**src/rtl/alu8_pkg.sv**
```systemverilog
package alu8_pkg;
  localparam int DW    = 8;
  localparam int NW    = DW / 2;
  localparam int OPW   = 5;
  localparam int FLG_C  = 0;
  localparam int FLG_P  = 2;
  localparam int FLG_AC = 4;
  localparam int FLG_Z  = 6;
  localparam int FLG_S  = 7;

  typedef enum logic [OPW-1:0] {
    OP_ADD = 5'd0,  OP_ADC = 5'd1,  OP_SUB = 5'd2,  OP_SBB = 5'd3,
    OP_CMP = 5'd4,  OP_AND = 5'd5,  OP_OR  = 5'd6,  OP_XOR = 5'd7,
    OP_INC = 5'd8,  OP_DEC = 5'd9,  OP_RLC = 5'd10, OP_RRC = 5'd11,
    OP_RAL = 5'd12, OP_RAR = 5'd13, OP_CMA = 5'd14, OP_CMC = 5'd15,
    OP_STC = 5'd16, OP_DAA = 5'd17
  } alu_op_e;

  // Refresh sign, zero and parity from a result byte, keeping other bits.
  function automatic logic [DW-1:0] set_szp(logic [DW-1:0] base, logic [DW-1:0] val);
    logic [DW-1:0] f;
    f         = base;
    f[FLG_S]  = val[DW-1];
    f[FLG_Z]  = (val == '0);
    f[FLG_P]  = ~^val;
    return f;
  endfunction
endpackage

```
**src/rtl/alu8_rst_sync.sv**
```systemverilog
module alu8_rst_sync #(
  parameter int STAGES = 2
) (
  input  logic clk,
  input  logic rst_n,
  output logic rst_n_sync
);
  logic [STAGES-1:0] chain_q;

  always_ff @(posedge clk or negedge rst_n) begin
    if (!rst_n) chain_q <= '0;
    else        chain_q <= {chain_q[STAGES-2:0], 1'b1};
  end

  assign rst_n_sync = chain_q[STAGES-1];
endmodule

```
**src/rtl/alu8_arith.sv**
```systemverilog
module alu8_arith
  import alu8_pkg::*;
(
  input  alu_op_e        op,
  input  logic [DW-1:0]  a,
  input  logic [DW-1:0]  b,
  input  logic [DW-1:0]  fin,
  output logic [DW-1:0]  res,
  output logic [DW-1:0]  fout,
  output logic           hit
);
  logic          cin;
  logic [NW:0]   lo_sum;
  logic [DW:0]   sum;
  logic [DW-1:0] dif;
  logic [DW-1:0] fval;
  logic [DW-1:0] fl;

  always_comb begin
    cin    = fin[FLG_C];
    lo_sum = {1'b0, a[NW-1:0]} + {1'b0, b[NW-1:0]};
    sum    = '0;
    dif    = '0;
    fl     = fin;
    res    = a;
    fval   = a;
    hit    = 1'b1;
    unique case (op)
      OP_ADD: begin
        sum        = {1'b0, a} + {1'b0, b};
        res        = sum[DW-1:0];
        fval       = res;
        fl[FLG_C]  = sum[DW];
        fl[FLG_AC] = (lo_sum > 5'd15);
      end
      OP_ADC: begin
        sum        = {1'b0, a} + {1'b0, b} + {{DW{1'b0}}, cin};
        res        = sum[DW-1:0];
        fval       = res;
        fl[FLG_C]  = sum[DW];
        fl[FLG_AC] = cin ? (lo_sum >= 5'd15) : (lo_sum > 5'd15);
      end
      OP_SUB, OP_CMP: begin
        dif        = a - b;
        fval       = dif;
        res        = (op == OP_CMP) ? a : dif;
        fl[FLG_C]  = (dif >= a) && (b != '0);
        fl[FLG_AC] = (b[NW-1:0] <= a[NW-1:0]);
      end
      OP_SBB: begin
        dif        = a - b - {{(DW-1){1'b0}}, cin};
        fval       = dif;
        res        = dif;
        fl[FLG_C]  = (dif >= a) && ((b | {{(DW-1){1'b0}}, cin}) != '0);
        fl[FLG_AC] = cin ? (b[NW-1:0] < a[NW-1:0]) : (b[NW-1:0] <= a[NW-1:0]);
      end
      OP_INC: begin
        res        = a + 1'b1;
        fval       = res;
        fl[FLG_AC] = (a[NW-1:0] == '1);
      end
      OP_DEC: begin
        res        = a - 1'b1;
        fval       = res;
        fl[FLG_AC] = (a[NW-1:0] != '0);
      end
      default: hit = 1'b0;
    endcase
    fout = set_szp(fl, fval);
  end
endmodule

```
**src/rtl/alu8_bitops.sv**
```systemverilog
module alu8_bitops
  import alu8_pkg::*;
(
  input  alu_op_e        op,
  input  logic [DW-1:0]  a,
  input  logic [DW-1:0]  b,
  input  logic [DW-1:0]  fin,
  output logic [DW-1:0]  res,
  output logic [DW-1:0]  fout,
  output logic           hit
);
  logic          cin;
  logic [DW-1:0] fl;

  always_comb begin
    cin  = fin[FLG_C];
    res  = a;
    fl   = fin;
    fout = fin;
    hit  = 1'b1;
    unique case (op)
      OP_AND: begin
        res        = a & b;
        fl[FLG_AC] = a[3] | b[3];
        fl[FLG_C]  = 1'b0;
        fout       = set_szp(fl, res);
      end
      OP_OR, OP_XOR: begin
        res        = (op == OP_OR) ? (a | b) : (a ^ b);
        fl[FLG_AC] = 1'b0;
        fl[FLG_C]  = 1'b0;
        fout       = set_szp(fl, res);
      end
      OP_RLC: begin
        res         = {a[DW-2:0], a[DW-1]};
        fout[FLG_C] = a[DW-1];
      end
      OP_RRC: begin
        res         = {a[0], a[DW-1:1]};
        fout[FLG_C] = a[0];
      end
      OP_RAL: begin
        res         = {a[DW-2:0], cin};
        fout[FLG_C] = a[DW-1];
      end
      OP_RAR: begin
        res         = {cin, a[DW-1:1]};
        fout[FLG_C] = a[0];
      end
      OP_CMA: res = ~a;
      OP_CMC: fout[FLG_C] = ~cin;
      OP_STC: fout[FLG_C] = 1'b1;
      default: hit = 1'b0;
    endcase
  end
endmodule

```
**src/rtl/alu8_decadj.sv**
```systemverilog
module alu8_decadj
  import alu8_pkg::*;
(
  input  logic [DW-1:0] a,
  input  logic [DW-1:0] fin,
  output logic [DW-1:0] res,
  output logic [DW-1:0] fout
);
  logic [DW+1:0] step1;
  logic [DW+1:0] step2;
  logic          fix_lo;
  logic          fix_hi;
  logic          c1;
  logic          c2;
  logic          ac;
  logic [NW:0]   lo6;

  always_comb begin
    fix_lo = (a[NW-1:0] > 4'd9) || fin[FLG_AC];
    lo6    = {1'b0, a[NW-1:0]} + 5'd6;
    ac     = fix_lo ? lo6[NW] : fin[FLG_AC];
    step1  = {2'b00, a} + (fix_lo ? 10'h006 : 10'h000);
    c1     = fin[FLG_C] | step1[DW];
    fix_hi = (step1[DW-1:NW] > 4'd9) || c1;
    step2  = step1 + (fix_hi ? 10'h060 : 10'h000);
    c2     = c1 | (fix_hi & (|step2[DW+1:DW]));
    res    = step2[DW-1:0];
    fout          = fin;
    fout[FLG_AC]  = ac;
    fout[FLG_C]   = c2;
    fout          = set_szp(fout, res);
  end
endmodule

```
**src/rtl/alu8_core.sv**
```systemverilog
module alu8_core
  import alu8_pkg::*;
#(
  parameter int RST_STAGES = 2
) (
  input  logic           clk,
  input  logic           rst_n,
  input  logic           in_valid,
  input  logic [OPW-1:0] op_code,
  input  logic [DW-1:0]  acc_in,
  input  logic [DW-1:0]  opnd_in,
  input  logic [DW-1:0]  flags_in,
  output logic           out_valid,
  output logic [DW-1:0]  acc_out,
  output logic [DW-1:0]  flags_out
);
  alu_op_e       op_e;
  logic          rst_n_int;
  logic [DW-1:0] ar_res, ar_flg, bo_res, bo_flg, da_res, da_flg;
  logic          ar_hit, bo_hit;
  logic [DW-1:0] acc_nx, flg_nx;
  logic [DW-1:0] acc_d, flg_d, acc_q, flg_q;
  logic          vld_d, vld_q;

  assign op_e = alu_op_e'(op_code);

  alu8_rst_sync #(.STAGES(RST_STAGES)) u_rst (
    .clk(clk), .rst_n(rst_n), .rst_n_sync(rst_n_int)
  );

  alu8_arith u_arith (
    .op(op_e), .a(acc_in), .b(opnd_in), .fin(flags_in),
    .res(ar_res), .fout(ar_flg), .hit(ar_hit)
  );

  alu8_bitops u_bitops (
    .op(op_e), .a(acc_in), .b(opnd_in), .fin(flags_in),
    .res(bo_res), .fout(bo_flg), .hit(bo_hit)
  );

  alu8_decadj u_decadj (
    .a(acc_in), .fin(flags_in), .res(da_res), .fout(da_flg)
  );

  // Result select
  always_comb begin
    if (ar_hit) begin
      acc_nx = ar_res;
      flg_nx = ar_flg;
    end else if (bo_hit) begin
      acc_nx = bo_res;
      flg_nx = bo_flg;
    end else if (op_e == OP_DAA) begin
      acc_nx = da_res;
      flg_nx = da_flg;
    end else begin
      acc_nx = acc_in;
      flg_nx = flags_in;
    end
  end

  // Next state with explicit clock enable
  always_comb begin
    vld_d = in_valid;
    acc_d = in_valid ? acc_nx : acc_q;
    flg_d = in_valid ? flg_nx : flg_q;
  end

  always_ff @(posedge clk or negedge rst_n_int) begin
    if (!rst_n_int) begin
      vld_q <= 1'b0;
      acc_q <= '0;
      flg_q <= '0;
    end else begin
      vld_q <= vld_d;
      acc_q <= acc_d;
      flg_q <= flg_d;
    end
  end

  assign out_valid = vld_q;
  assign acc_out   = acc_q;
  assign flags_out = flg_q;
endmodule

```
**config.mk**
```make
export PLATFORM = sky130hd
export DESIGN_NAME = alu8_core
export DESIGN_NICKNAME = d
export VERILOG_FILES = /design/src/rtl/alu8_pkg.sv /design/src/rtl/alu8_rst_sync.sv /design/src/rtl/alu8_arith.sv /design/src/rtl/alu8_bitops.sv /design/src/rtl/alu8_decadj.sv /design/src/rtl/alu8_core.sv
export SDC_FILE = /design/constraint.sdc
export NUM_CORES = 1
export LEC_CHECK = 0
export BUFFER_PORTS_ARGS = -buffer_cell sky130_fd_sc_hd__buf_2
export CORE_MARGIN = 2
export CORE_UTILIZATION = 50
export CTS_BUF_LIST = sky130_fd_sc_hd__clkbuf_8 sky130_fd_sc_hd__clkbuf_16
export CTS_CLUSTER_SIZE = 16
export DETAILED_ROUTE_END_ITERATION = 10
export PLACE_DENSITY = 0.69
export SLEW_MARGIN = 25
export SYNTH_ARGS = -nofsm -noshare
export SYNTH_HDL_FRONTEND = slang
export SYNTH_SLANG_ARGS = --single-unit
```
**constraint.sdc**
```tcl
create_clock -name clk -period 1.12 [get_ports clk]
set_input_delay 0.056 -clock clk [delete_from_list [all_inputs] [get_ports clk]]
set_output_delay 0.056 -clock clk [all_outputs]
set_load 0.02 [all_outputs]
```
# Word level (Yosys, flattened, before mapping)
# Index checks and enable logic that the tools add are counted.
# word_totals
input_bits	32
ff_bits	19
word_cells	96
output_inout_bits	17
# classes
reduce_logical	24
mux	22
n_lt_le_gt_ge	8
addsub	10
bitwise_logic	10
eq_ne	18
# ops
operator	count
$pmux W8 S6	2
$mux W8	8
$pmux W8 S7	1
$eq A5 B4 Y1 const B	8
$logic_not A8 Y1	4
$reduce_xnor A8 Y1	4
$eq A5 B3 Y1 const B	4
$ge A8 B8 Y1	2
$reduce_bool A8 Y1	2
$pmux W7 S2	1
$add A10 B10 Y10	1
$add A8 B10 Y10	1
$eq A5 B2 Y1 const B	2
$eq A5 B5 Y1 const B	2
$reduce_or A10 Y1	1
$reduce_or A2 Y1	5
$add A8 B8 Y9	1
$add A9 B1 Y9	1
$add A8 B1 Y8 const B	1
$and A8 B8 Y8	1
$gt A4 B4 Y1 const B	2
$not A8 Y8	1
$or A8 B1 Y8	1
$or A8 B8 Y8	1
27 further kinds	35

# Depth between registers and ports, before layout
# Gate-level depths: netlist of the first run.
# logic_depth
word_depth	14
ltp_mapped	25
mapped_depth_nobuf	24

# Modules after synthesis
# A second synthesis of the first run with hierarchy kept.
# hier_totals
hier_cells	738
hier_area_um2	5731.7
# by_module_without_submodules
module	area_per_inst_um2	instances	seq_area_each_um2	cells_each
alu8_arith	2768.9	1	0.0	374
alu8_bitops	1353.8	1	0.0	195
alu8_core	1123.6	1	425.4	114
alu8_decadj	431.7	1	0.0	52
alu8_rst_sync	53.8	1	50.0	3

# Least setup slack after synthesis of the first run
# No wires, ideal clock.
# synth_timing
path_kind	input port to flip-flop
startpoint	in acc_in[0]
endpoint	reg flg_q[2] (netlist: flags_out[2])
path_slack_ns	-3.348
cell_stages	24
required_time_ns	1.043
n_path_buf	1
arrival_ns	4.390
setup_time_ns	0.077
path_cell_list	clkbuf_1 inv_1 ha_1 o21ai_0 a21o_1 ha_1 inv_1 fa_1 nand2b_1 or2_2 nor4_1 o21ai_0 nand3_1 ha_1 inv_1 fa_1 xnor2_1 ha_1 xnor2_1 xnor2_1 nand2_1 a311oi_1 a21oi_1 a21oi_1
# synth_between
elab_chain_cells	12
elab_cells_between_ends	28
cone_classes	add/sub: 8; order compare: 2; mux: 8; bitwise: 4; reduce/logical: 6
# synth_rtl
item	line	source
start: declaration	alu8_core.sv:10	input logic [DW-1:0] acc_in,
$gt A4 B4 Y1	alu8_decadj.sv:19	fix_lo = (a[NW-1:0] > 4'd9) || fin[FLG_AC];
$logic_or A1 B1 Y1	alu8_decadj.sv:19	
$mux W3	alu8_decadj.sv:22	step1 = {2'b00, a} + (fix_lo ? 10'h006 : 10'h000);
$add A8 B10 Y10	alu8_decadj.sv:22	
$gt A4 B4 Y1 or $or A1 B1 Y1 (tied branches)	alu8_decadj.sv:24, alu8_decadj.sv:23	
$logic_or A1 B1 Y1	alu8_decadj.sv:24	fix_hi = (step1[DW-1:NW] > 4'd9) || c1;
$mux W7	alu8_decadj.sv:25	step2 = step1 + (fix_hi ? 10'h060 : 10'h000);
$add A10 B10 Y10	alu8_decadj.sv:25	
$reduce_xnor A8 Y1	alu8_pkg.sv:25	f[FLG_P] = ~^val;
$mux W8	alu8_core.sv:53	end else if (op_e == OP_DAA) begin
$mux W8	alu8_core.sv:50	end else if (bo_hit) begin
$mux W8 *	alu8_core.sv:47	if (ar_hit) begin
end signal: assignment	alu8_core.sv:77	flg_q <= flg_d;
end: declaration	alu8_core.sv:22	logic [DW-1:0] acc_d, flg_d, acc_q, flg_q;
# Mark *: on every way between the ends. The rest lies on a longest branch, timed or not.
# A chain may end at the register's enable or synchronous reset.

# Final worst setup path of the first run
# layout_timing
startpoint	in acc_in[0]
endpoint	reg acc_q[7] (netlist: acc_out[7])
# layout_between
elab_chain_cells	11
elab_cells_between_ends	21
cone_classes	add/sub: 8; order compare: 2; mux: 8; bitwise: 1; reduce/logical: 2
# layout_rtl
item	line	source
$gt A4 B4 Y1	alu8_decadj.sv:19	
$logic_or A1 B1 Y1	alu8_decadj.sv:19	
$mux W3	alu8_decadj.sv:22	
$add A8 B10 Y10	alu8_decadj.sv:22	
$gt A4 B4 Y1 or $or A1 B1 Y1 (tied branches)	alu8_decadj.sv:24, alu8_decadj.sv:23	
$logic_or A1 B1 Y1	alu8_decadj.sv:24	
$mux W7	alu8_decadj.sv:25	
$add A10 B10 Y10	alu8_decadj.sv:25	
$mux W8	alu8_core.sv:53	
$mux W8	alu8_core.sv:50	
$mux W8 *	alu8_core.sv:47	
end signal: assignment	alu8_core.sv:72	acc_q <= '0;
end signal: assignment	alu8_core.sv:76	acc_q <= acc_d;
end: declaration	alu8_core.sv:22	
# Marks and branches as above.

==> results of run 1 <==
==> flip-flops by register name (all words and copies together) (netlist names) <==
signal,count
acc_out,8
flags_out,8
out_valid,1
u_rst.chain_q,2
==> per-stage QoR <==
| stage | power (W) | util | TNS, ns | cells | instance area, um^2 |
|---|---|---|---|---|---|
| 2_1_floorplan | 0.003186 | - | -21.06 | 683 | 5339 |
| 3_3_place_gp | 0.004789 | 0.7506 | -26.76 | 1066 | 7303 |
| 3_5_place_dp | 0.004915 | 0.7506 | -27.96 | 1066 | 7303 |
| 4_1_cts | 0.005593 | 0.7849 | -22.60 | 1080 | 7636 |
| 5_1_grt | 0.006099 | 0.7959 | -24.25 | 1084 | 7744 |
| 6_report | 0.005783 | 0.7959 | -23.08 | 1084 | 7744 |
==> repair_timing <==
action,4_1_cts,5_1_grt
pin swaps,34,15
setup endpoints to repair,13,13
endpoints found under the hold margin,2,0
hold buffers,1,0
setup buffers,9,4
resized for setup,47,17
==> worst reg2reg max path, cell delays in order, from the launching register on <==
cell	delay, ns
dfrtp_1	0.39
o21ai_0	0.13
o21ai_0	0.14
a211o_1	0.29
==> cells in the final DEF, fill, tap and decap left out, types with 7 or more instances in the layout <==
cell type,instances
o21ai_0,34
ha_1,58
buf_2,46
a221oi_1,10
a31oi_1,8
nor3_1,14
xor2_1,8
nand2_1,46
nand3_1,13
dfrtp_1,19
mux2i_1,9
nor2_1,66
buf_4,251
xnor2_1,24
nor2b_1,9
nor3_2,7
nand4_1,7
o211ai_1,9
inv_1,33
a21o_1,7
nand2b_1,7
a21oi_1,47
inv_2,9
a22oi_1,7
ha_4,10
o221ai_1,7
==> Yosys cell counts, types with 14 or more instances <==
cell / n
xnor2_1: 27
dfrtp_1: 19
o21ai_0: 45
ha_1: 71
a21oi_1: 53
nand3_1: 14
nor3_1: 18
a221oi_1: 14
inv_1: 44
nand2_1: 47
clkbuf_1: 32
nor2_1: 68
==> layout make-up <==
cell class / count / area, um^2 / area share
Clock buffer: 3 / 41.29 / 0.005332
Multi-Input combinational cell: 575 / 4627 / 0.5975
Timing Repair Buffer: 306 / 2231 / 0.2881
Clock inverter: 1 / 5.005 / 0.0006463
Inverter: 47 / 197.7 / 0.02553
Tap cell: 133 / 166.4 / 0.02149
Sequential cell: 19 / 475.5 / 0.06140
==> metal layers <==
layer,up-vias,track usage,routed length [um]
li1,3060,-,-
met4,0,0.2153,1661
met2,455,0.6790,10080
met3,143,0.07206,2603
met5,-,0,0
met1,3160,0.5219,8722
==> worst paths after layout <==
path | depth (start not counted) | slack (ns) | start | end
worst min register to register | 1 | 0.20 | u_rst.chain_q[1] | flags_out[7]
worst max register to register | 3 | 0.05 | flags_out[0] | flags_out[0]
min in group asynchronous | 2 | 0.10 | rst_n | u_rst.chain_q[0]
max in group asynchronous | 1 | 0.74 | u_rst.chain_q[1] | acc_out[1]
worst max-delay path | 24 | -2.63 | acc_in[0] | acc_out[7]
worst min-delay path | 2 | 0.03 | flags_in[3] | flags_out[3]
==> logic make-up (layout without fill, tap and decap cells) <==
logic type	Yosys count	count (layout)	share of synthesized area
flops	19	19	0.09502
simple gates	224	224	0.2296
xor+xnor	41	41	0.07852
buf+inv	89	357	0.07052
fa+ha+maj	75	75	0.1935
compound gates	222	222	0.3073
other cells	1	1	0.0007495
mux	12	12	0.02476
==> where the power goes <==
group	internal (W)	switching (W)
Combinational	0.00214	0.00235
Clock	0.000248	0.000226
Sequential	0.000774	0.0000478
Total	0.00316	0.00262
==> results_dict.tcl, run 1 <==
set metrics [dict create \
    status "finished with violations" \
    violations "negative setup slack" \
    drive_gt1_frac 0.4322 \
    start_util 0.5143 \
    ios 49 \
    wl_mm 23.06 \
    yosysUniqueCellTypes 83 \
    die_w_um 104.0 \
    drt_iter0_markers 691 \
    clock_latency_ns 0.26 \
    dr.pass1.iters 6 \
    cts-buffers-inserted 3 \
    drv_cap 0 \
    cts_root_buf "clkbuf_8" \
    vias 6818 \
    grt_pass1_wl_mm 35.62 \
    critPathKind "input port to flop" \
    required_ns 1.25 \
    synthArstFlopShare 1.000 \
    clock.fmax_mhz 266.6 \
    wl_per_cell_um 21.28 \
    die_h_um 104.0 \
    slowest_delay_ns 0.40 \
    tightest_slew_ns 0.6208 \
    post-route-period-util 3.348 \
    crit_chain "buf_12, inv_8, ha_4, o21ai_2, a21o_1, ha_2, inv_2, fa_2, nand2b_4, or2_4, nor4_4, o21ai_2, nand3_4, ha_4, inv_2, fa_2, buf_4, buf_6, buf_6, xor2_2, o21a_1, nor3_2, o31a_1, a41oi_2" \
    hp-class "input port to flop" \
    final.min_clock_period_ns 3.750 \
    syn_nets 790 \
    hold_viol 0 \
    yosys-top-cells-area "ha_1 18%, dfrtp_1 9.5%, a21oi_1 5.3%" \
    crit_buf_inv 7 \
    fin_ws_ns -2.630 \
    rsz0062_at_grt "true" \
    syn_inst 683 \
    nets 1059 \
    gp_congestion 1.057 \
    ys.flop_type "dfrtp_1" \
    grt_pass1_vias 6626 \
    diodes 0 \
    cp_slowest_cell "fa_2" \
    cts_sinks 19 \
    syn_avg_cell_area_um2 7.326 \
    crit_path_max_fanout 3 \
    netlist_area_um2 5004 \
    h-tree-depth 1 \
    yosysWarnings 0 \
    grt_use_total 0.4148 \
    hold_ws_ns 0.02557 \
    p_leak_nw 3.560 \
    gr-total-overflow 0 \
    core-area_um2 9729 \
    worstPathArrival_ns 3.88 \
    synth.top_cell.area_share 0.1775 \
    n_fill_cell 694 \
    via_per_inst 6.290 \
    portBuffers 48 \
    grt_max_degree 20 \
    core.rowCount 36 \
    p_per_area_nw_per_um2 746.8 \
    dieArea_um2 10820 \
    drc 0 \
    cts.clk_slew.worst_paths_ns 0.07 \
    area_delta_synth_final_pct 54.76 \
    seq_area_frac_synth 0.09502 \
    slew_viol_final 0 \
    vdd_drop_max_mv 0.6585 \
    cts_tree "built" \
    end_kind "flop" \
    pre_cts_slack_ns -3.022 \
    ant_nets 0 \
    synth-edff-count 0 \
    antenna_found_initial 0 \
    synth_largest_area_cell "ha_1" \
    finClkSkew_ns 0.003626 \
    cp_top_family "adder cells" \
    cp-start-kind "input port" \
    yosys_register_bits 19 \
    setup_viol 13 \
    dp_hpwl_mm 18.47 \
    clk_path_buf_depth 2 \
    relSlewSlack 0.5824 \
]
Power figures use the tool's default switching activity.
==> inputs of run 2 (changes only) <==
--- a/config.mk
+++ b/config.mk
@@ -5,13 +5,16 @@
 export SDC_FILE = /design/constraint.sdc
 export NUM_CORES = 1
 export LEC_CHECK = 0
+export ABC_AREA = 1
 export BUFFER_PORTS_ARGS = -buffer_cell sky130_fd_sc_hd__buf_2
+export CELL_PAD_IN_SITES_DETAIL_PLACEMENT = 2
+export CELL_PAD_IN_SITES_GLOBAL_PLACEMENT = 2
 export CORE_MARGIN = 2
-export CORE_UTILIZATION = 50
+export CORE_UTILIZATION = 36
 export CTS_BUF_LIST = sky130_fd_sc_hd__clkbuf_8 sky130_fd_sc_hd__clkbuf_16
 export CTS_CLUSTER_SIZE = 16
 export DETAILED_ROUTE_END_ITERATION = 10
-export PLACE_DENSITY = 0.69
+export PLACE_DENSITY_LB_ADDON = 0.1
 export SLEW_MARGIN = 25
 export SYNTH_ARGS = -nofsm -noshare
 export SYNTH_HDL_FRONTEND = slang
==> results_dict.tcl, run 2 <==
set metrics [dict create \
    failing_step "detailed placement" \
    status "did not finish" \
    netlist_area_um2 4871 \
    synth_commonest_cells "192 x nand2_1, 89 x inv_1, 71 x ha_1, 70 x nand3_1, 70 x nor2_1" \
    start_util 0.3678 \
    syn_avg_cell_area_um2 6.150 \
    post-synth-top-count-cell "nand2_1" \
    synthArstFlopShare 1.000 \
    syn_nets 899 \
    syn_inst 792 \
    dp_hpwl_mm 26.29 \
    tool.error "[ERROR DPL-0033] detailed placement checks failed during check placement." \
    portBuffers 48 \
    synth-edff-count 0 \
    synth_largest_area_cell "ha_1" \
    yosysWarnings 0 \
    die_w_um 120.3 \
    ios 49 \
    die_h_um 120.3 \
    yosys_register_bits 19 \
    synth.top_cell.area_share 0.1824 \
    yosysUniqueCellTypes 53 \
    yosys-top-cells-area "ha_1 18%, nand2_1 15%, dfrtp_1 9.8%" \
    seq_area_frac_synth 0.09761 \
    core.rowCount 42 \
    gp_congestion 0.9922 \
    ys.flop_type "dfrtp_1" \
]
## run 2: through the flow
| step | hold slack [ns] | cell area, um^2 | setup slack, ns | TNS, ns |
|---|---|---|---|---|
| floorplan | -0.2396 | 5001 | -2.317 | -16.77 |
| global placement | -0.1597 | 7179 | -2.615 | -23.84 |
## run 2: kinds of logic after synthesis
| group | synth area share |
|---|---|
| AND/OR/NAND/NOR | 0.3830 |
| AO/OA/AOI/OAI | 0.1808 |
| buffers and inverters | 0.1048 |
| adder cells (fa/ha/maj) | 0.1988 |
| XOR/XNOR | 0.03416 |
| flip-flops | 0.09761 |
| other | 0.0007699 |
==> inputs of run 3 (changes only) <==
--- a/config.mk
+++ b/config.mk
@@ -7,14 +7,10 @@
 export LEC_CHECK = 0
 export ABC_AREA = 1
 export BUFFER_PORTS_ARGS = -buffer_cell sky130_fd_sc_hd__buf_2
-export CELL_PAD_IN_SITES_DETAIL_PLACEMENT = 2
-export CELL_PAD_IN_SITES_GLOBAL_PLACEMENT = 2
 export CORE_MARGIN = 2
-export CORE_UTILIZATION = 36
-export CTS_BUF_LIST = sky130_fd_sc_hd__clkbuf_8 sky130_fd_sc_hd__clkbuf_16
-export CTS_CLUSTER_SIZE = 16
+export CORE_UTILIZATION = 35
 export DETAILED_ROUTE_END_ITERATION = 10
-export PLACE_DENSITY_LB_ADDON = 0.1
+export PLACE_DENSITY_LB_ADDON = 0.15
 export SLEW_MARGIN = 25
 export SYNTH_ARGS = -nofsm -noshare
 export SYNTH_HDL_FRONTEND = slang
==> results_dict.tcl, run 3 <==
set metrics [dict create \
    grt_pass1_wl_mm 32.72 \
    antenna_found_initial 0 \
    status "finished with violations" \
    crit_path_max_fanout 3 \
    required_ns 1.25 \
    crit_start "acc_in[0]" \
    slew_viol_final 0 \
    critPathKind "input port to flop" \
    drt_iter0_markers 495 \
    netlist_area_um2 4871 \
    diodes 0 \
    yosys_register_bits 19 \
    syn_nets 899 \
    yosys-top-cells-area "ha_1 18%, nand2_1 15%, dfrtp_1 9.8%" \
    cts.clk_slew.worst_paths_ns 0.06 \
    portBuffers 48 \
    drc 0 \
    via_per_inst 5.109 \
    syn_inst 792 \
    drive_gt1_frac 0.4308 \
    synthArstFlopShare 1.000 \
    die_w_um 122.0 \
    reg2reg_slack_ns 0.39 \
    r2r-end "flags_out[4]" \
    final_cell_mix "250 x buf_4, 178 x nand2_1, 76 x inv_1, 62 x nor2_1, 59 x ha_1" \
    synth_commonest_cells "192 x nand2_1, 89 x inv_1, 71 x ha_1, 70 x nand3_1, 70 x nor2_1" \
    p_per_area_nw_per_um2 716.5 \
    gr-total-overflow 0 \
    syn_avg_cell_area_um2 6.150 \
    post-synth-top-count-cell "nand2_1" \
    fin_ws_ns -2.105 \
    ff2ff_path_depth 2 \
    cts_root_buf "clkbuf_16" \
    grt_max_degree 20 \
    end_kind "flop" \
    core-area_um2 13720 \
    seq_area_frac_synth 0.09761 \
    violations "negative setup slack" \
    cp-start-kind "input port" \
    gp_congestion 0.9948 \
    die_h_um 122.0 \
    r2r_start "flags_out[4]" \
    yosysWarnings 0 \
    grt_pass1_vias 6245 \
    drv_cap 0 \
    p_leak_nw 4.130 \
    cts-buffers-inserted 3 \
    finalPower_w 0.005744 \
    hp-class "input port to flop" \
    dr.pass1.iters 5 \
    synth.top_cell.area_share 0.1824 \
    area_delta_synth_final_pct 64.60 \
    core.rowCount 43 \
    final.min_clock_period_ns 3.225 \
    final_common_cell "buf_4" \
    hold_viol 0 \
    post-route-period-util 2.879 \
    dieArea_um2 14880 \
    placed_cells 1250 \
    critPathCapture "flags_out[2]" \
    synth_largest_area_cell "ha_1" \
    nets 1206 \
    vdd_drop_max_mv 0.6541 \
    h-tree-depth 1 \
    worstPathArrival_ns 3.35 \
    cts_tree "built" \
    finClkSkew_ns 0.002189 \
    ant_nets 0 \
    ys.flop_type "dfrtp_1" \
    wl_per_cell_um 16.62 \
    vias 6529 \
    setup_viol 13 \
    synth-edff-count 0 \
    ios 49 \
    rsz0062_at_grt "true" \
    yosysUniqueCellTypes 53 \
    start_util 0.3550 \
    grt_use_total 0.2839 \
    stdcell_count 1278 \
    clock.fmax_mhz 310.1 \
    wl_mm 21.24 \
    dp_hpwl_mm 17.33 \
    clk_path_buf_depth 2 \
    cts_sinks 19 \
    clock_latency_ns 0.25 \
]
-- run 3: worst min path at each step --
stage	slack [ns]	startpoint	cells after the start	end
final	0.001	flags_in[5]	3	flags_out[5]
after CTS	0.004	flags_in[5]	3	flags_out[5]
after floorplan	-0.24	rst_n	0	u_rst.chain_q[0]
after global placement	-0.16	rst_n	1	u_rst.chain_q[0]
after global routing	0.02	flags_in[3]	3	flags_out[3]
after detailed placement	-0.16	rst_n	1	u_rst.chain_q[1]
-- run 3: timing repair --
| item | CTS | global route |
|---|---|---|
| endpoints found under the hold margin | 2 | 0 |
| pin swaps | 40 | 34 |
| buffers inserted | 12 | 12 |
| hold buffers | 1 | 0 |
| gates cloned | 0 | 1 |
| gates resized for setup | 57 | 60 |
| setup endpoints to repair | 13 | 13 |
-- run 3: layout make-up --
type,count,area [um^2]
Fill cell,1421,5702
Multi-Input combinational cell,648,4369
Tap cell,180,225.2
Inverter,108,434.2
Timing Repair Buffer,319,2434
Clock inverter,1,5.005
Clock buffer,3,75.07
Sequential cell,19,475.5
-- run 3: cells by family (layout without fill, tap and decap cells) --
group                      Yosys count  after routing  synth area share
xor gates and xnor gates            19             19           0.03416
buffers and inverters              125            431            0.1048
and+or+nand+nor                    408            408            0.3830
adders and majority gates           75             75            0.1988
DFF                                 19             19           0.09761
other                                1              1         0.0007699
AOI/OAI and AO/OA                  145            145            0.1808
-- run 3: per-stage QoR --
stage / utilization / worst slack, ns / area, um^2 / TNS [ns] / hold slack (ns)
after floorplan: - / -2.317 / 5001 / -16.77 / -0.2396
final: 0.5844 / -2.105 / 8018 / -18.60 / 0.001280
after detailed placement: 0.5306 / -2.568 / 7279 / -23.46 / -0.1567
after global routing: 0.5844 / -2.296 / 8018 / -20.39 / 0.01651
after global placement: 0.5306 / -2.490 / 7279 / -22.80 / -0.1574
after CTS: 0.5609 / -2.086 / 7695 / -17.73 / 0.003734
-- run 3: metal layers --
| metal | GRT usage | wire, um |
|---|---|---|
| met5 | 0 | 0 |
| met4 | 0.1114 | 847 |
| met3 | 0.01498 | 1171 |
| met2 | 0.4693 | 9730 |
| met1 | 0.3876 | 9490 |
-- run 3: power by group --
| group | internal (W) | switching, W | leakage [nW] | total, W |
|---|---|---|---|---|
| clock | 0.000478 | 0.000254 | 0.0409 | 0.000733 |
| sequential | 0.000781 | 0.0000504 | 0.221 | 0.000831 |
| combinational | 0.00195 | 0.00223 | 3.87 | 0.00418 |
| total | 0.00321 | 0.00254 | 4.13 | 0.00574 |
-- run 3: worst max-delay path, cell delays in order --
cell and delay [ns]:
buf_8 0.09, clkinvlp_4 0.10, ha_4 0.18, nand2_4 0.06, nand3_4 0.09, nand2_4 0.08
ha_4 0.13, inv_2 0.03, fa_2 0.35, inv_2 0.07, buf_4 0.10, nand2_1 0.05
nand2_1 0.09, nand2_1 0.07, nand2_1 0.08, nand3_2 0.10, ha_4 0.18, inv_2 0.05
fa_2 0.46, ha_4 0.29, xor2_2 0.14, xnor2_1 0.13, o21ai_1 0.09, o211ai_1 0.19
a21oi_1 0.09
